## src/rtl/systime_pkg.sv

```systemverilog
package systime_pkg;

    // Register select codes of the write port
    typedef enum logic [1:0] {
        REG_SELECT = 2'd0,
        REG_HALT   = 2'd1,
        REG_RESYNC = 2'd2,
        REG_SPARE  = 2'd3
    } reg_sel_e;

endpackage

```

## src/rtl/systime_sync.sv

```systemverilog
module systime_sync (
    input  logic clk,
    input  logic rst_n,
    input  logic lf_tick,
    input  logic restart,
    output logic running,
    output logic busy,
    output logic phase_rst
);

    typedef struct packed {
        logic lf_prev;
        logic busy;
        logic run;
    } sync_state_t;

    sync_state_t st_d, st_q;
    logic lf_rise;

    always_comb begin
        st_d       = st_q;
        lf_rise    = lf_tick && !st_q.lf_prev;
        phase_rst  = st_q.busy && lf_rise;
        st_d.lf_prev = lf_tick;
        if (phase_rst) begin
            st_d.busy = 1'b0;
            st_d.run  = 1'b1;
        end
        if (restart) begin
            st_d.busy = 1'b1;
        end
    end

    always_ff @(posedge clk or negedge rst_n) begin
        if (!rst_n) begin
            st_q.lf_prev <= 1'b0;
            st_q.busy    <= 1'b1;
            st_q.run     <= 1'b0;
        end else begin
            st_q <= st_d;
        end
    end

    assign running = st_q.run;
    assign busy    = st_q.busy;

    AST_SYNC_CLEARS: assert property (@(posedge clk) disable iff (!rst_n)
        (busy && lf_tick && !st_q.lf_prev && !restart) |=> (!busy && running)) else $error("sync flag not cleared");
    AST_RUN_STICKY: assert property (@(posedge clk) disable iff (!rst_n)
        running |=> running) else $error("run flag dropped");
    AST_RESYNC_SETS: assert property (@(posedge clk) disable iff (!rst_n)
        restart |=> busy) else $error("resync did not raise flag");

endmodule

```

## src/rtl/systime_prescale.sv

```systemverilog
module systime_prescale #(
    parameter int PRESCALE = 12
) (
    input  logic clk,
    input  logic rst_n,
    input  logic advance,
    input  logic phase_rst,
    output logic step
);

    localparam int PW = (PRESCALE > 2) ? $clog2(PRESCALE) : 1;
    localparam logic [PW-1:0] LAST = PW'(PRESCALE - 1);

    typedef struct packed {
        logic [PW-1:0] phase;
    } presc_state_t;

    presc_state_t st_d, st_q;

    always_comb begin
        st_d = st_q;
        step = advance && (st_q.phase == LAST) && !phase_rst;
        if (phase_rst) begin
            st_d.phase = '0;
        end else if (advance) begin
            st_d.phase = (st_q.phase == LAST) ? '0 : st_q.phase + 1'b1;
        end
    end

    always_ff @(posedge clk or negedge rst_n) begin
        if (!rst_n) begin
            st_q.phase <= '0;
        end else begin
            st_q <= st_d;
        end
    end

    AST_PHASE_RANGE: assert property (@(posedge clk) disable iff (!rst_n)
        st_q.phase <= LAST) else $error("prescaler out of range");
    AST_PHASE_FROZEN: assert property (@(posedge clk) disable iff (!rst_n)
        (!advance && !phase_rst) |=> $stable(st_q.phase)) else $error("phase moved while frozen");
    AST_PHASE_RESTART: assert property (@(posedge clk) disable iff (!rst_n)
        phase_rst |=> (st_q.phase == '0)) else $error("phase not restarted");

endmodule

```

## src/rtl/systime_bitsel.sv

```systemverilog
module systime_bitsel #(
    parameter int SEL_W = 16
) (
    input  logic [SEL_W-1:0] window,
    input  logic [SEL_W-1:0] sel,
    output logic             evt
);

    logic [SEL_W-1:0] hits;

    for (genvar k = 0; k < SEL_W; k++) begin : g_tap
        assign hits[k] = window[k] & sel[k];
    end

    assign evt = |hits;

endmodule

```

## src/rtl/systime_base.sv

```systemverilog
module systime_base #(
    parameter int CNT_W        = 34,
    parameter int PRESCALE     = 12,
    parameter int COARSE_SHIFT = 2,
    parameter int SEL_W        = 16,
    parameter int SEL_BASE     = 2,
    localparam int VIEW_W      = CNT_W - COARSE_SHIFT
) (
    input  logic              clk,
    input  logic              rst_n,
    input  logic              core_halted,
    input  logic              lf_tick,
    input  logic              reg_wr,
    input  logic [1:0]        reg_addr,
    input  logic [SEL_W-1:0]  reg_wdata,
    output logic [VIEW_W-1:0] fine_time,
    output logic [VIEW_W-1:0] coarse_time,
    output logic              ovf_pulse,
    output logic              time_evt,
    output logic              running,
    output logic              sync_busy
);
    import systime_pkg::*;

    localparam logic [CNT_W-1:0] CNT_MAX = '1;

    typedef struct packed {
        logic [CNT_W-1:0] count;
        logic             ovf;
        logic [SEL_W-1:0] sel;
        logic             halt_en;
    } base_state_t;

    base_state_t st_d, st_q;
    logic     advance;
    logic     step;
    logic     phase_rst;
    logic     restart;
    reg_sel_e wsel;

    assign wsel    = reg_sel_e'(reg_addr);
    assign restart = reg_wr && (wsel == REG_RESYNC);
    assign advance = running && !(st_q.halt_en && core_halted);

    systime_sync u_sync (
        .clk       (clk),
        .rst_n     (rst_n),
        .lf_tick   (lf_tick),
        .restart   (restart),
        .running   (running),
        .busy      (sync_busy),
        .phase_rst (phase_rst)
    );

    systime_prescale #(.PRESCALE(PRESCALE)) u_presc (
        .clk       (clk),
        .rst_n     (rst_n),
        .advance   (advance),
        .phase_rst (phase_rst),
        .step      (step)
    );

    always_comb begin
        st_d     = st_q;
        st_d.ovf = step && (st_q.count == CNT_MAX);
        if (step) begin
            st_d.count = st_q.count + 1'b1;
        end
        if (reg_wr) begin
            case (wsel)
                REG_SELECT: st_d.sel     = reg_wdata;
                REG_HALT:   st_d.halt_en = reg_wdata[0];
                default:    ;
            endcase
        end
    end

    always_ff @(posedge clk or negedge rst_n) begin
        if (!rst_n) begin
            st_q.count   <= '0;
            st_q.ovf     <= 1'b0;
            st_q.sel     <= '0;
            st_q.halt_en <= 1'b0;
        end else begin
            st_q <= st_d;
        end
    end

    systime_bitsel #(.SEL_W(SEL_W)) u_bitsel (
        .window (st_q.count[SEL_BASE +: SEL_W]),
        .sel    (st_q.sel),
        .evt    (time_evt)
    );

    assign fine_time   = st_q.count[VIEW_W-1:0];
    assign coarse_time = st_q.count[CNT_W-1 -: VIEW_W];
    assign ovf_pulse   = st_q.ovf;

    AST_IDLE_BEFORE_RUN: assert property (@(posedge clk) disable iff (!rst_n)
        !running |-> (st_q.count == '0)) else $error("counted before sync");
    AST_COUNT_STEP: assert property (@(posedge clk) disable iff (!rst_n)
        step |=> (st_q.count == CNT_W'($past(st_q.count) + 1'b1))) else $error("bad increment");
    AST_FREEZE_HOLDS: assert property (@(posedge clk) disable iff (!rst_n)
        (st_q.halt_en && core_halted) |=> $stable(st_q.count)) else $error("count moved in halt");
    AST_OVF_AT_WRAP: assert property (@(posedge clk) disable iff (!rst_n)
        ovf_pulse |-> (st_q.count == '0 && $past(st_q.count) == CNT_MAX)) else $error("stray overflow");
    AST_OVF_ONE_CYCLE: assert property (@(posedge clk) disable iff (!rst_n)
        ovf_pulse |=> !ovf_pulse) else $error("overflow wider than one clock");

endmodule

```

## config.mk

```make
export PLATFORM = sky130hd
export DESIGN_NAME = systime_base
export DESIGN_NICKNAME = d
export VERILOG_FILES = /design/src/rtl/systime_pkg.sv /design/src/rtl/systime_sync.sv /design/src/rtl/systime_prescale.sv /design/src/rtl/systime_bitsel.sv /design/src/rtl/systime_base.sv
export SDC_FILE = /design/constraint.sdc
export NUM_CORES = 1
export LEC_CHECK = 0
export BUFFER_PORTS_ARGS = -buffer_cell sky130_fd_sc_hd__buf_2
export CORE_UTILIZATION = 41
export CTS_BUF_LIST = sky130_fd_sc_hd__clkbuf_4
export DETAILED_ROUTE_END_ITERATION = 7
export PLACE_DENSITY = 0.69
export SLEW_MARGIN = 20
export SYNTH_ARGS = -nofsm -noshare
export SYNTH_HDL_FRONTEND = slang
export SYNTH_SLANG_ARGS = --single-unit
export TNS_END_PERCENT = 30
```

## constraint.sdc

```tcl
create_clock -name clk -period 4.5 [get_ports clk]
set_input_delay 0 -clock clk [delete_from_list [all_inputs] [get_ports clk]]
set_output_delay 0 -clock clk [all_outputs]
set_load 0.02 [all_outputs]
```

# Yosys cells after proc, flatten, opt, wreduce, memory -nomap -nowiden
# Index checks and enable logic that the tools add are counted.
totals:
  reg_bits: 59
  elab_cells: 52
  inputBits: 23
  out_inout_bits: 68
classes:
  mux: 5
  eq_ne: 4
  n_reduce_logical: 17
  addsub: 2
  n_bitwise: 16
ops:
  columns: ["op", "count"]
  rows:
  - ["$add A34 B1 Y34 const B", 1]
  - ["$eq A34 B34 Y1 const B", 1]
  - ["$and A1 B1 Y1", 16]
  - ["$reduce_or A16 Y1", 1]
  - ["$mux W4", 3]
  - ["$logic_and A1 B1 Y1", 8]
  - ["$add A4 B1 Y4 const B", 1]
  - ["$eq A4 B4 Y1 const B", 1]
  - ["$reduce_and A2 Y1", 2]
  - ["$reduce_bool A2 Y1", 2]
  - ["$logic_not A1 Y1", 3]
  - ["$eq A2 B1 Y1 const B", 1]
  - ["$eq A2 B2 Y1 const B", 1]
  - ["$logic_not A2 Y1", 1]
  - ["$mux W2", 1]
  - ["$mux W1", 1]

# Depth between registers and ports, before layout
depth:
  word_depth: 6
  ltp_mapped: 6
  mapped_depth_nobuf: 6

# By module
# From an unflattened synthesis, not the netlist that was laid out.
hier_totals:
  cells_unflattened: 278
  hier_area_um2: 3223.1
modules_own_cells:
  columns: ["mod", "n_inst", "cells_each", "seq_area_each_um2", "area_per_inst_um2"]
  rows:
  - ["systime_base", 1, 240, 1301.2, 2791.4]
  - ["systime_prescale", 1, 22, 100.1, 225.2]
  - ["systime_sync", 1, 7, 76.3, 105.1]
  - ["systime_bitsel", 1, 9, 0.0, 101.3]

# Worst setup path before layout
# OpenSTA, ideal clock, no wires.
synth_path:
  kind: "flip-flop to flip-flop"
  start: "register u_sync.st_q, in the netlist u_sync.running"
  end: "register st_q, in the netlist coarse_time[25]"
  path_stages_with_launch: 6
  setup_slack_ns: 2.645
  setup_time_ns: 0.124
  t_arrival_ns: 1.731
  required_ns: 4.376
  n_path_buf: 0
  period_less_slack_ns: 1.855
  path_cell_list: "dfrtp_1 > a21boi_1 > nand3b_4 > nor4_4 > nand4_1 > xnor2_1"
synth_between:
  elab_chain_cells: 3
synth_rtl:
  columns: ["item", "line_no", "text"]
  rows:
  - ["start: declaration", "systime_sync.sv:17", "sync_state_t st_d, st_q;"]
  - ["start signal: assignment", "systime_sync.sv:40", "st_q <= st_d;"]
  - ["$logic_and A1 B1 Y1", "systime_base.sv:43", "assign advance = running && !(st_q.halt_en && core_halted);"]
  - ["$logic_and A1 B1 Y1 (2 in a row)", "systime_prescale.sv:22", "step = advance && (st_q.phase == LAST) && !phase_rst;"]
  - ["end signal: assignment", "systime_base.sv:85", "st_q <= st_d;"]
  - ["end: declaration", "systime_base.sv:34", "base_state_t st_d, st_q;"]
# Every way passes these cells.
# A chain may end at the register's enable or synchronous reset.

# Worst setup path after layout
layout_path:
  start: "register u_presc.st_q[0] (netlist bit)"
  end: "register st_q, in the netlist coarse_time[25]"
layout_between:
  elab_chain_cells: 3
layout_rtl:
  columns: ["item", "line_no", "text"]
  rows:
  - ["start: declaration", "systime_prescale.sv:18", "presc_state_t st_d, st_q;"]
  - ["start signal: assignment", "systime_prescale.sv:34", "st_q <= st_d;"]
  - ["$eq A4 B4 Y1", "systime_prescale.sv:22", null]
  - ["$logic_and A1 B1 Y1 (2 in a row)", "systime_prescale.sv:22", null]
# Every way passes these cells.

==> results.py <==
metrics = {
    "status": {
        "outcome": "finished clean",
    },
    "yosys": {
        "syn_area_sq_um": 3131,
        "seq_area_frac_synth_pct": 47.20,
        "async_flop_share_pct": 100.0,
        "synth_compound_area_share_pct": 4.077,
        "synthCells": 283,
        "synth_cell_type_count": 37,
        "synth-main-ff-cell": "dfrtp_1",
        "synth_nets": 308,
        "syn_area_per_cell_sq_um": 11.06,
        "yosys.area_share.simple_pct": 16.63,
        "synth_seq_cells": 59,
        "synth_fa_ha_area_share_pct": 0.7994,
        "muxShareOfSynthArea_pct": 6.115,
        "synth_xor_area_share_pct": 9.233,
        "synth-edff-count": 0,
        "synth_top_family_by_area": "simple AND/OR/NAND/NOR gates",
        "yosys_warnings": 0,
    },
    "cts": {
        "clock_path_buffers": 2,
        "numCtsBuffers": 9,
        "cts_tree": "done",
        "cts_resized": 0,
        "htreeDepth": 3,
        "cts-root-buf": "clkbuf_4",
        "clk_pin_slew_ns": 0.11,
        "clk_latency_ns": 0.41,
        "cts.sink_count": 59,
    },
    "finish": {
        "most-common-layout-cells": "buf_2, dfrtp_1, xnor2_1",
        "multiInputGateArea_sq_um": 1160,
        "layout_commonest_cell": "buf_2",
        "fillers": 683,
        "diodes": 0,
        "design_area_sq_um": 3582,
        "area_growth_pct": 14.43,
        "regArea_sq_um": 1478,
        "final_util_pct": 48.86,
        "final_net_count": 366,
        "drive_gt1_share_pct": 37.28,
        "final_cells": 445,
    },
    "die": {
        "coreArea_sq_um": 7331,
        "io_pins": 91,
        "die_h_um": 89.38,
        "start_util_pct": 42.70,
        "rows": 31,
        "die_w_um": 89.38,
        "die_area_sq_um": 7989,
    },
    "timing": {
        "layout_setup_ws_ns": 2.407,
        "fin_setup_tns_ns": 0,
        "holdWs_ns": 0.1008,
        "setup_viol": 0,
        "clock.fmax_mhz": 477.8,
        "relSlewSlack_pct": 49.17,
        "finalCritPeriodShare_pct": 46.51,
        "rsz0062_at_grt": "no",
        "slew_viol_final": 0,
        "worst_pin_slew_ns": 0.7616,
        "fin_worst_skew_ns": 0.02027,
        "hold_viol_final": 0,
        "final.min_clock_period_ns": 2.093,
    },
    "worst_setup_path": {
        "required_ns": 4.80,
        "reg2reg_slack_ns": 2.41,
        "endpoint_kind": "flip-flop",
        "criticalPathCategory": "flip-flop to flip-flop",
        "crit_arrival_ns": 2.40,
        "critical_path.max_fanout": 10,
        "cp_cell_sequence": "ha_1 > and3b_1 > nand3b_4 > nor4_4 > nand4_1 > xnor2_1",
        "crit_slowest_cell": "nor4_4",
        "start_kind": "flip-flop",
        "crit_path_max_incr_delay_ns": 0.56,
    },
    "grt": {
        "gr-total-overflow": 0,
        "grt_pass1_wl_um": 10300,
        "antenna_found_initial": 0,
        "grt_max_degree": 60,
        "grt_pass1_vias": 2076,
        "grt_usage_pct": 17.63,
    },
    "power": {
        "p_sw_mw": 0.3198,
        "seq_power_share_pct": 54.5,
        "power.leakage_nw": 1.848,
        "peakVddDrop_v": 0.0001613,
        "switching_share_pct": 27.54,
        "finalPower_mw": 1.161,
        "p_int_mw": 0.8415,
        "power_density_nw_per_um2": 324.2,
        "p_clk_share_pct": 31.4,
        "share_comb_of_total_power_pct": 14.1,
    },
    "min_path": {
        "min-delay-path-class": "primary input to flip-flop",
    },
    "job": {
        "cap_violations": 0,
    },
    "route": {
        "vias": 2171,
        "drtAntennaViolNets": 0,
        "drt-total-wl_um": 6445,
        "vias_per_cell": 4.879,
        "drt_iter0_drc": 65,
        "post_drt_wl_per_cell_um": 14.48,
        "firstDrtPassIters": 4,
        "route.detailed.drc": 0,
    },
    "place": {
        "post_dp_cell_area_sq_um": 3224,
        "gp_congestion": 0.7561,
        "hpwl_um": 4559,
        "portBuffers": 90,
        "dpl.cell_count": 407,
        "dp_worst_setup_slack_ns": 2.429,
    },
}
==> what timing repair did <==
item / CTS / global route
setup buffers: 0 / 0
hold endpoints to repair: 78 / 0
hold buffers: 22 / 0
==> cell usage after synthesis (2+ instances only) <==
| library cell | number | share of area, % |
|---|---|---|
| a21oi_1 | 3 | 0.48 |
| a221oi_1 | 4 | 1.1 |
| a22o_1 | 4 | 1.1 |
| and2_1 | 2 | 0.40 |
| and3_1 | 8 | 1.6 |
| and3b_1 | 2 | 0.56 |
| and4_1 | 2 | 0.56 |
| buf_4 | 64 | 15 |
| clkbuf_1 | 2 | 0.24 |
| dfrtp_1 | 58 | 46 |
| ha_1 | 2 | 0.80 |
| inv_1 | 3 | 0.36 |
| mux2_2 | 17 | 6.1 |
| nand2_1 | 18 | 2.2 |
| nand3_1 | 17 | 2.7 |
| nand3b_1 | 2 | 0.48 |
| nand4_1 | 11 | 2.2 |
| nor2_1 | 9 | 1.1 |
| nor3_1 | 2 | 0.32 |
| nor4_1 | 3 | 0.60 |
| nor4_4 | 2 | 1.4 |
| o21ai_0 | 2 | 0.32 |
| xnor2_1 | 24 | 6.7 |
| xor2_1 | 9 | 2.5 |
==> registers in the layout (all words and copies together), names as in the netlist <==
register	flops
coarse_time	32
st_q	17
u_sync.busy	1
u_sync.st_q	1
ovf_pulse	1
u_presc.st_q	4
u_sync.running	1
fine_time	2
==> worst paths after layout <==
| kind | startpoint | endpoint | cells past startpoint |
|---|---|---|---|
| max | u_presc.st_q[0] | coarse_time[25] | 6 |
| min | reg_addr[0] | st_q[14] | 3 |
| max reg2reg | u_presc.st_q[0] | coarse_time[25] | 6 |
| min reg2reg | u_sync.busy | u_sync.busy | 2 |
| max in group asynchronous | rst_n | st_q[13] | 3 |
| min in group asynchronous | rst_n | coarse_time[30] | 3 |
==> final cells by class <==
type                       count  area share, %
inverter                       3         0.3144
clock buffer                  10          2.096
clock inverter                 6          1.572
multi-input combinational    155          32.38
timing repair buffer         113          18.93
sequential                    59          41.25
tap                           99          3.458
==> cell families (layout without fill, tap and decap cells) <==
| family | Yosys count | after routing |
|---|---|---|
| buffers and inverters | 69 | 132 |
| xor gates and xnor gates | 33 | 33 |
| DFF | 59 | 59 |
| AOI/OAI and AO/OA | 17 | 17 |
| adders and majority gates | 2 | 2 |
| muxes | 17 | 17 |
| and+or+nand+nor | 86 | 86 |
==> power by group through the flow <==
stage,clock [mW],sequential [mW],combinational (mW)
floorplan,0,0.630,0.113
global placement,0,0.641,0.143
detailed placement,0,0.642,0.148
CTS,0.373,0.632,0.163
global route,0.395,0.645,0.184
finish,0.365,0.633,0.163
==> metal layers <==
metal | vias up | track usage, % | wire length [um]
li1 | 1041 | - | -
met1 | 1053 | 24.13 | 3095
met2 | 65 | 26.37 | 2999
met3 | 12 | 4.247 | 201
met4 | 0 | 8.369 | 149
met5 | - | 0 | 0
==> worst max-delay path: cells and delay by family (launching register included) <==
family / cells / cell delay [ns]
xor gates and xnor gates: 1 / 0.17
DFF: 1 / 0.41
and+or+nand+nor: 4 / 1.19
adders and majority gates: 1 / 0.22
(Power assumes the default switching activity.)
